## config.mk

```make
export PLATFORM = sky130hd
export DESIGN_NAME = bcd7seg_latch
export DESIGN_NICKNAME = d
export VERILOG_FILES = /design/src/rtl/bcd7seg_pkg.sv /design/src/rtl/bcd7seg_hold.sv /design/src/rtl/bcd7seg_decode.sv /design/src/rtl/bcd7seg_override.sv /design/src/rtl/bcd7seg_latch.sv
export SDC_FILE = /design/constraint.sdc
export NUM_CORES = 1
export LEC_CHECK = 0
export BUFFER_PORTS_ARGS = -buffer_cell sky130_fd_sc_hd__buf_2
export CAP_MARGIN = 30
export CORE_AREA = 2 2 39 41
export DETAILED_ROUTE_END_ITERATION = 10
export DIE_AREA = 0 0 41 43
export HOLD_SLACK_MARGIN = 0.12
export PLACE_DENSITY = 0.66
export SLEW_MARGIN = 20
export SYNTH_ARGS = -nofsm -noshare
export SYNTH_HDL_FRONTEND = slang
export SYNTH_HIERARCHICAL = 1
export SYNTH_SLANG_ARGS = --single-unit
```

## constraint.sdc

```tcl
create_clock -name clk -period 1.4 [get_ports clk]
set_clock_uncertainty 0.05 [all_clocks]
set_input_delay 0.14 -clock clk [delete_from_list [all_inputs] [get_ports clk]]
set_output_delay 0.14 -clock clk [all_outputs]
set_load 0.05 [all_outputs]
```

## src/rtl/bcd7seg_pkg.sv

```systemverilog
package bcd7seg_pkg;

  // Segment bit positions inside the seven-bit output word.
  localparam int SEG_TOP    = 0;
  localparam int SEG_UPR    = 1;
  localparam int SEG_LWR    = 2;
  localparam int SEG_BOT    = 3;
  localparam int SEG_LWL    = 4;
  localparam int SEG_UPL    = 5;
  localparam int SEG_MID    = 6;
  localparam int SEG_COUNT  = 7;

  // Largest code that is a legal decimal digit.
  localparam int LAST_DIGIT = 9;

  typedef logic [SEG_COUNT-1:0] seg_word_t;

  // What the final output stage should do with the decoded word.
  typedef enum logic [1:0] {
    OVR_PASS  = 2'b00,
    OVR_DARK  = 2'b01,
    OVR_LIGHT = 2'b10
  } ovr_mode_e;

  // Sets the bits of a word from a list of lit segments.
  function automatic seg_word_t lit(input bit t, input bit ur, input bit lr,
                                    input bit bo, input bit ll, input bit ul,
                                    input bit mi);
    seg_word_t w;
    w          = '0;
    w[SEG_TOP] = t;
    w[SEG_UPR] = ur;
    w[SEG_LWR] = lr;
    w[SEG_BOT] = bo;
    w[SEG_LWL] = ll;
    w[SEG_UPL] = ul;
    w[SEG_MID] = mi;
    return w;
  endfunction

endpackage

```

## src/rtl/bcd7seg_hold.sv

```systemverilog
module bcd7seg_hold #(
  parameter int DIGIT_W = 4
) (
  input  logic               clk,
  input  logic               rst_n,
  input  logic [DIGIT_W-1:0] digit_in,
  input  logic               hold_en,
  output logic [DIGIT_W-1:0] held_q
);

  // Transparent-low latch modelled as a clock-enabled register.
  always_ff @(posedge clk or negedge rst_n) begin
    if (!rst_n) begin
      held_q <= '0;
    end else if (!hold_en) begin
      held_q <= digit_in;
    end
  end

  // an open latch takes the presented digit
  assert_load_open_R1: assert property (@(posedge clk) disable iff (!rst_n)
    !hold_en |=> held_q == $past(digit_in))
    else $error("held digit missed load");

  // a closed latch keeps its content
  assert_hold_stable_R2: assert property (@(posedge clk) disable iff (!rst_n)
    hold_en |=> $stable(held_q))
    else $error("held digit moved while closed");

endmodule

```

## src/rtl/bcd7seg_decode.sv

```systemverilog
module bcd7seg_decode
  import bcd7seg_pkg::*;
#(
  parameter int DIGIT_W = 4
) (
  input  logic [DIGIT_W-1:0] code,
  output seg_word_t          pattern
);

  localparam int CODES = 1 << DIGIT_W;

  // Decode each legal digit to its segments; other codes stay dark.
  always_comb begin
    pattern = '0;
    if (int'(code) <= LAST_DIGIT) begin
      unique case (int'(code))
        0: pattern = lit(1, 1, 1, 1, 1, 1, 0);
        1: pattern = lit(0, 1, 1, 0, 0, 0, 0);
        2: pattern = lit(1, 1, 0, 1, 1, 0, 1);
        3: pattern = lit(1, 1, 1, 1, 0, 0, 1);
        4: pattern = lit(0, 1, 1, 0, 0, 1, 1);
        5: pattern = lit(1, 0, 1, 1, 0, 1, 1);
        6: pattern = lit(0, 0, 1, 1, 1, 1, 1);
        7: pattern = lit(1, 1, 1, 0, 0, 0, 0);
        8: pattern = lit(1, 1, 1, 1, 1, 1, 1);
        9: pattern = lit(1, 1, 1, 0, 0, 1, 1);
        default: pattern = '0;
      endcase
    end
  end

  // Range sanity on the elaborated width.
  initial begin
    assert_width_fits_R7: assert (CODES > LAST_DIGIT)
      else $error("digit width too small for decimal codes");
  end

endmodule

```

## src/rtl/bcd7seg_override.sv

```systemverilog
module bcd7seg_override
  import bcd7seg_pkg::*;
(
  input  seg_word_t pattern,
  input  logic      blank_n,
  input  logic      lamp_test_n,
  output seg_word_t seg_out
);

  ovr_mode_e mode;

  // Lamp test outranks blank.
  always_comb begin
    if (!lamp_test_n)  mode = OVR_LIGHT;
    else if (!blank_n) mode = OVR_DARK;
    else               mode = OVR_PASS;
  end

  // Identical per-segment output stage.
  for (genvar s = 0; s < SEG_COUNT; s++) begin : g_seg
    always_comb begin
      unique case (mode)
        OVR_LIGHT: seg_out[s] = 1'b1;
        OVR_DARK:  seg_out[s] = 1'b0;
        default:   seg_out[s] = pattern[s];
      endcase
    end
  end

endmodule

```

## src/rtl/bcd7seg_latch.sv

```systemverilog
module bcd7seg_latch
  import bcd7seg_pkg::*;
#(
  parameter int DIGIT_W = 4
) (
  input  logic               clk,
  input  logic               rst_n,
  input  logic [DIGIT_W-1:0] digit_in,
  input  logic               hold_en,
  input  logic               blank_n,
  input  logic               lamp_test_n,
  output logic [6:0]         seg_out
);

  logic [DIGIT_W-1:0] held_q;
  seg_word_t          pattern;
  seg_word_t          seg_w;

  bcd7seg_hold #(.DIGIT_W(DIGIT_W)) u_hold (
    .clk      (clk),
    .rst_n    (rst_n),
    .digit_in (digit_in),
    .hold_en  (hold_en),
    .held_q   (held_q)
  );

  bcd7seg_decode #(.DIGIT_W(DIGIT_W)) u_decode (
    .code    (held_q),
    .pattern (pattern)
  );

  bcd7seg_override u_ovr (
    .pattern     (pattern),
    .blank_n     (blank_n),
    .lamp_test_n (lamp_test_n),
    .seg_out     (seg_w)
  );

  assign seg_out = seg_w;

  // lamp test lights everything
  assert_lamp_all_on_R3: assert property (@(posedge clk) disable iff (!rst_n)
    !lamp_test_n |-> seg_out == 7'h7F)
    else $error("lamp test did not light all segments");

  // blank darkens everything when lamp test is idle
  assert_blank_all_off_R4: assert property (@(posedge clk) disable iff (!rst_n)
    (lamp_test_n && !blank_n) |-> seg_out == 7'h00)
    else $error("blank left a segment lit");

  // non-decimal held codes stay dark
  assert_illegal_dark_R6: assert property (@(posedge clk) disable iff (!rst_n)
    (int'(held_q) > LAST_DIGIT && lamp_test_n && blank_n) |-> seg_out == 7'h00)
    else $error("illegal code lit a segment");

  // releasing overrides with the latch closed restores the decoded digit
  assert_release_shows_R5: assert property (@(posedge clk) disable iff (!rst_n)
    (hold_en && lamp_test_n && blank_n && !($past(lamp_test_n) && $past(blank_n)))
      |-> seg_out == pattern)
    else $error("held digit not restored after override");

endmodule

```

==> results.yml <==
finish:
  n_fill_cell: 106
  reg.largest.list: "u_hold/held_q x4"
  drive_gt1_share_pct: 71.79
  most-common-layout-cells: "buf_4, buf_2, a21bo_4, dlygate4sd3_1, buf_8"
  final_area_sq_um: 874.6
  largest_reg_flops: 4
  layout_commonest_cell: "buf_4"
  n_antenna_cell: 0
  layout.nets: 95
  largest_register: "u_hold/held_q"
  area_delta_synth_final_pct: 102.0
synthesis:
  synth_cell_types: 18
  syn_area_sq_um: 432.9
  syn_inst: 45
  ys_ff_latch: 4
  synth.avg_cell_area_sq_um: 9.620
  yosys_warnings: 6
  synth_fp_nets: 60
  ys_seq_area_share_pct: 23.12
status:
  status: "finished, violations left"
  failed_checks: "negative setup slack"
worst_setup_path:
  slowest_stage: "dfrtp_1"
  cp-endpoint: "seg_out[5]"
  crit_chain: "inv_2 > ha_4 > nor2_4 > o31a_1 > buf_6 > a21oi_4 > a21bo_4 > buf_8"
  start_kind: "flip-flop"
  path_depth: 8
  reg2reg_setup_slack_ns: 0.39
  cp.arrival_ns: 1.79
  cp_max_fo: 5
  reg2reg_to: "u_hold/held_q[0]$_DFFE_PN0N_"
  reg2reg_depth: 2
  crit_family: "compound AO/OA/AOI/OAI gates"
  r2r_start: "u_hold/held_q[0]$_DFFE_PN0N_"
  max_stage_delay_ns: 0.37
  cp-end-kind: "output pin"
  critPathBufInv: 3
  crit_path_start: "u_hold/held_q[1]$_DFFE_PN0N_"
  worstPathRequired_ns: 1.21
  worstSetupPathType: "flip-flop to output pin"
place:
  placed_cell_area_sq_um: 615.6
  dp_hpwl_um: 729.6
  port_buffers: 15
  routabilityCongestion: 0.7537
global_routing:
  antenna_found_initial: 0
  grt_pass1_wl_um: 1904
  grt_max_degree: 10
  grt_pass1_vias: 490
  grt_overflow_total: 0
  grt_usage_pct: 16.11
floorplanning:
  fp.dieArea_sq_mm: 0.001763
  start_util_pct: 31.28
  die_h_um: 43
  io_pins: 16
  die_w_um: 41
  fp-row-count: 14
  core-area_sq_mm: 0.001384
clocking:
  clock_latency_ns: 0.23
  clk_pin_slew_ns: 0.04
  numCtsBuffers: 3
  h-tree-depth: 1
  cts-root-buf: "clkbuf_4"
  cts_max_path_buffers: 2
  clock-sinks: 4
  cts_tree: "done"
drt:
  drt-initial-drc-count: 2
  drtAntennaViolNets: 0
  drc: 0
  via_count: 459
  drt-vias-per-instance: 4.883
  dr.pass1.iters: 2
  finalWirelength_um: 1322
  wire_per_inst_um: 14.06
timing:
  drv_slew: 0
  finalHoldViolCount: 0
  max_slew_margin_pct: 81.38
  worst_slack_ns: -0.5822
  whs_ns: 0.1686
  finalCriticalPeriod_ns: 1.982
  rsz0062_at_grt: "true"
  finalSetupViolations: 7
  period_share_pct: 141.6
  fmaxAchievable_ghz: 0.5045
  tightest_slew_ns: 0.2793
hold_path:
  hold_path.class: "input pin to flip-flop"
  hold_depth: 2
  hold_start: "hold_en"
power:
  powerDensity_mw_per_mm2: 835.7
  finalPower_uw: 730.9
  vdd_ir_drop_max_mv: 0.5156
  leakage_uw: 0.0004005
flow_run:
  maxCapViolCount: 0
-- kinds of logic after synthesis --
group,Yosys count,synth area share [%]
adders and majority gates,6,17.34
buffers and inverters,5,6.357
and+or+nand+nor,8,8.671
muxes,5,12.72
AOI/OAI and AO/OA,17,31.80
DFF,4,23.12
-- worst register-to-register path: stages (launching register included) --
cell and delay (ns):
dfrtp_2 0.43, buf_4 0.15, mux2_2 0.25
-- report_power, final --
| group | leakage (uW) | internal (uW) | switching (uW) |
|---|---|---|---|
| Clock | 0.0000138 | 95.8 | 45.9 |
| Combinational | 0.000341 | 229 | 216 |
| Sequential | 0.0000458 | 128 | 15.7 |
| Total | 0.000401 | 453 | 278 |
-- cell usage after synthesis (all sizes together) --
| library cell | n | share of area, % |
|---|---|---|
| a21bo | 7 | 16 |
| ha | 6 | 17 |
| a21oi | 4 | 4.6 |
| dfrtp | 4 | 23 |
| mux2 | 4 | 10 |
| inv | 3 | 2.6 |
| nand2b | 3 | 4.3 |
| nor2 | 3 | 2.6 |
| nand2 | 2 | 1.7 |
| a21o | 1 | 1.7 |
| buf | 1 | 2.6 |
| clkbuf | 1 | 1.2 |
| mux2i | 1 | 2.3 |
| o211ai | 1 | 1.7 |
| o21a | 1 | 1.7 |
| o21ba | 1 | 2.3 |
| o22ai | 1 | 1.4 |
| o31a | 1 | 2.0 |
-- stage by stage --
stage                     setup TNS [ns]  utilization (%)  std cells  setup slack, ns
after floorplan                  -0.8391                -         45          -0.2053
after global placement            -2.066            44.48         82          -0.3479
after detailed placement          -2.153            44.48         82          -0.3681
after CTS                         -3.489            58.77         91          -0.5617
after global routing              -4.236            63.20         94          -0.6667
final                             -3.721            63.20         94          -0.5822
-- how the worst min path moves through the flow --
stage	to	slack, ns
global route	u_hold/held_q[2]$_DFFE_PN0N_	0.17
global placement	u_hold/held_q[2]$_DFFE_PN0N_	-0.10
floorplan	u_hold/held_q[0]$_DFFE_PN0N_	-0.21
finish	u_hold/held_q[1]$_DFFE_PN0N_	0.17
CTS	u_hold/held_q[1]$_DFFE_PN0N_	0.17
detailed placement	u_hold/held_q[2]$_DFFE_PN0N_	-0.10
-- cell type report --
class | instances | area [sq um] | area share, %
multi-input combinational | 36 | 441.7 | 50.50
timing repair buffer | 32 | 277.8 | 31.76
sequential | 4 | 101.3 | 11.59
clock buffer | 3 | 22.52 | 2.575
tap | 16 | 20.02 | 2.289
inverter | 3 | 11.26 | 1.288
-- what timing repair did --
| item | 4_1_cts | 5_1_grt |
|---|---|---|
| endpoints found under the hold margin | 8 | 0 |
| endpoints found under the setup margin | 7 | 7 |
| gates resized for setup | 29 | 9 |
| hold buffers | 5 | 0 |
| pin swaps | 4 | 3 |
| setup buffers | 1 | 3 |
-- layer usage --
layer / global-route usage (%) / wire length, um / vias to the layer above
met5: 0 / 0 / -
met4: 8.000 / 29 / 0
met3: 1.571 / 13 / 2
met2: 28.75 / 760 / 8
met1: 17.21 / 518 / 218
li1: - / - / 231
Power figures use the tool's default switching activity.
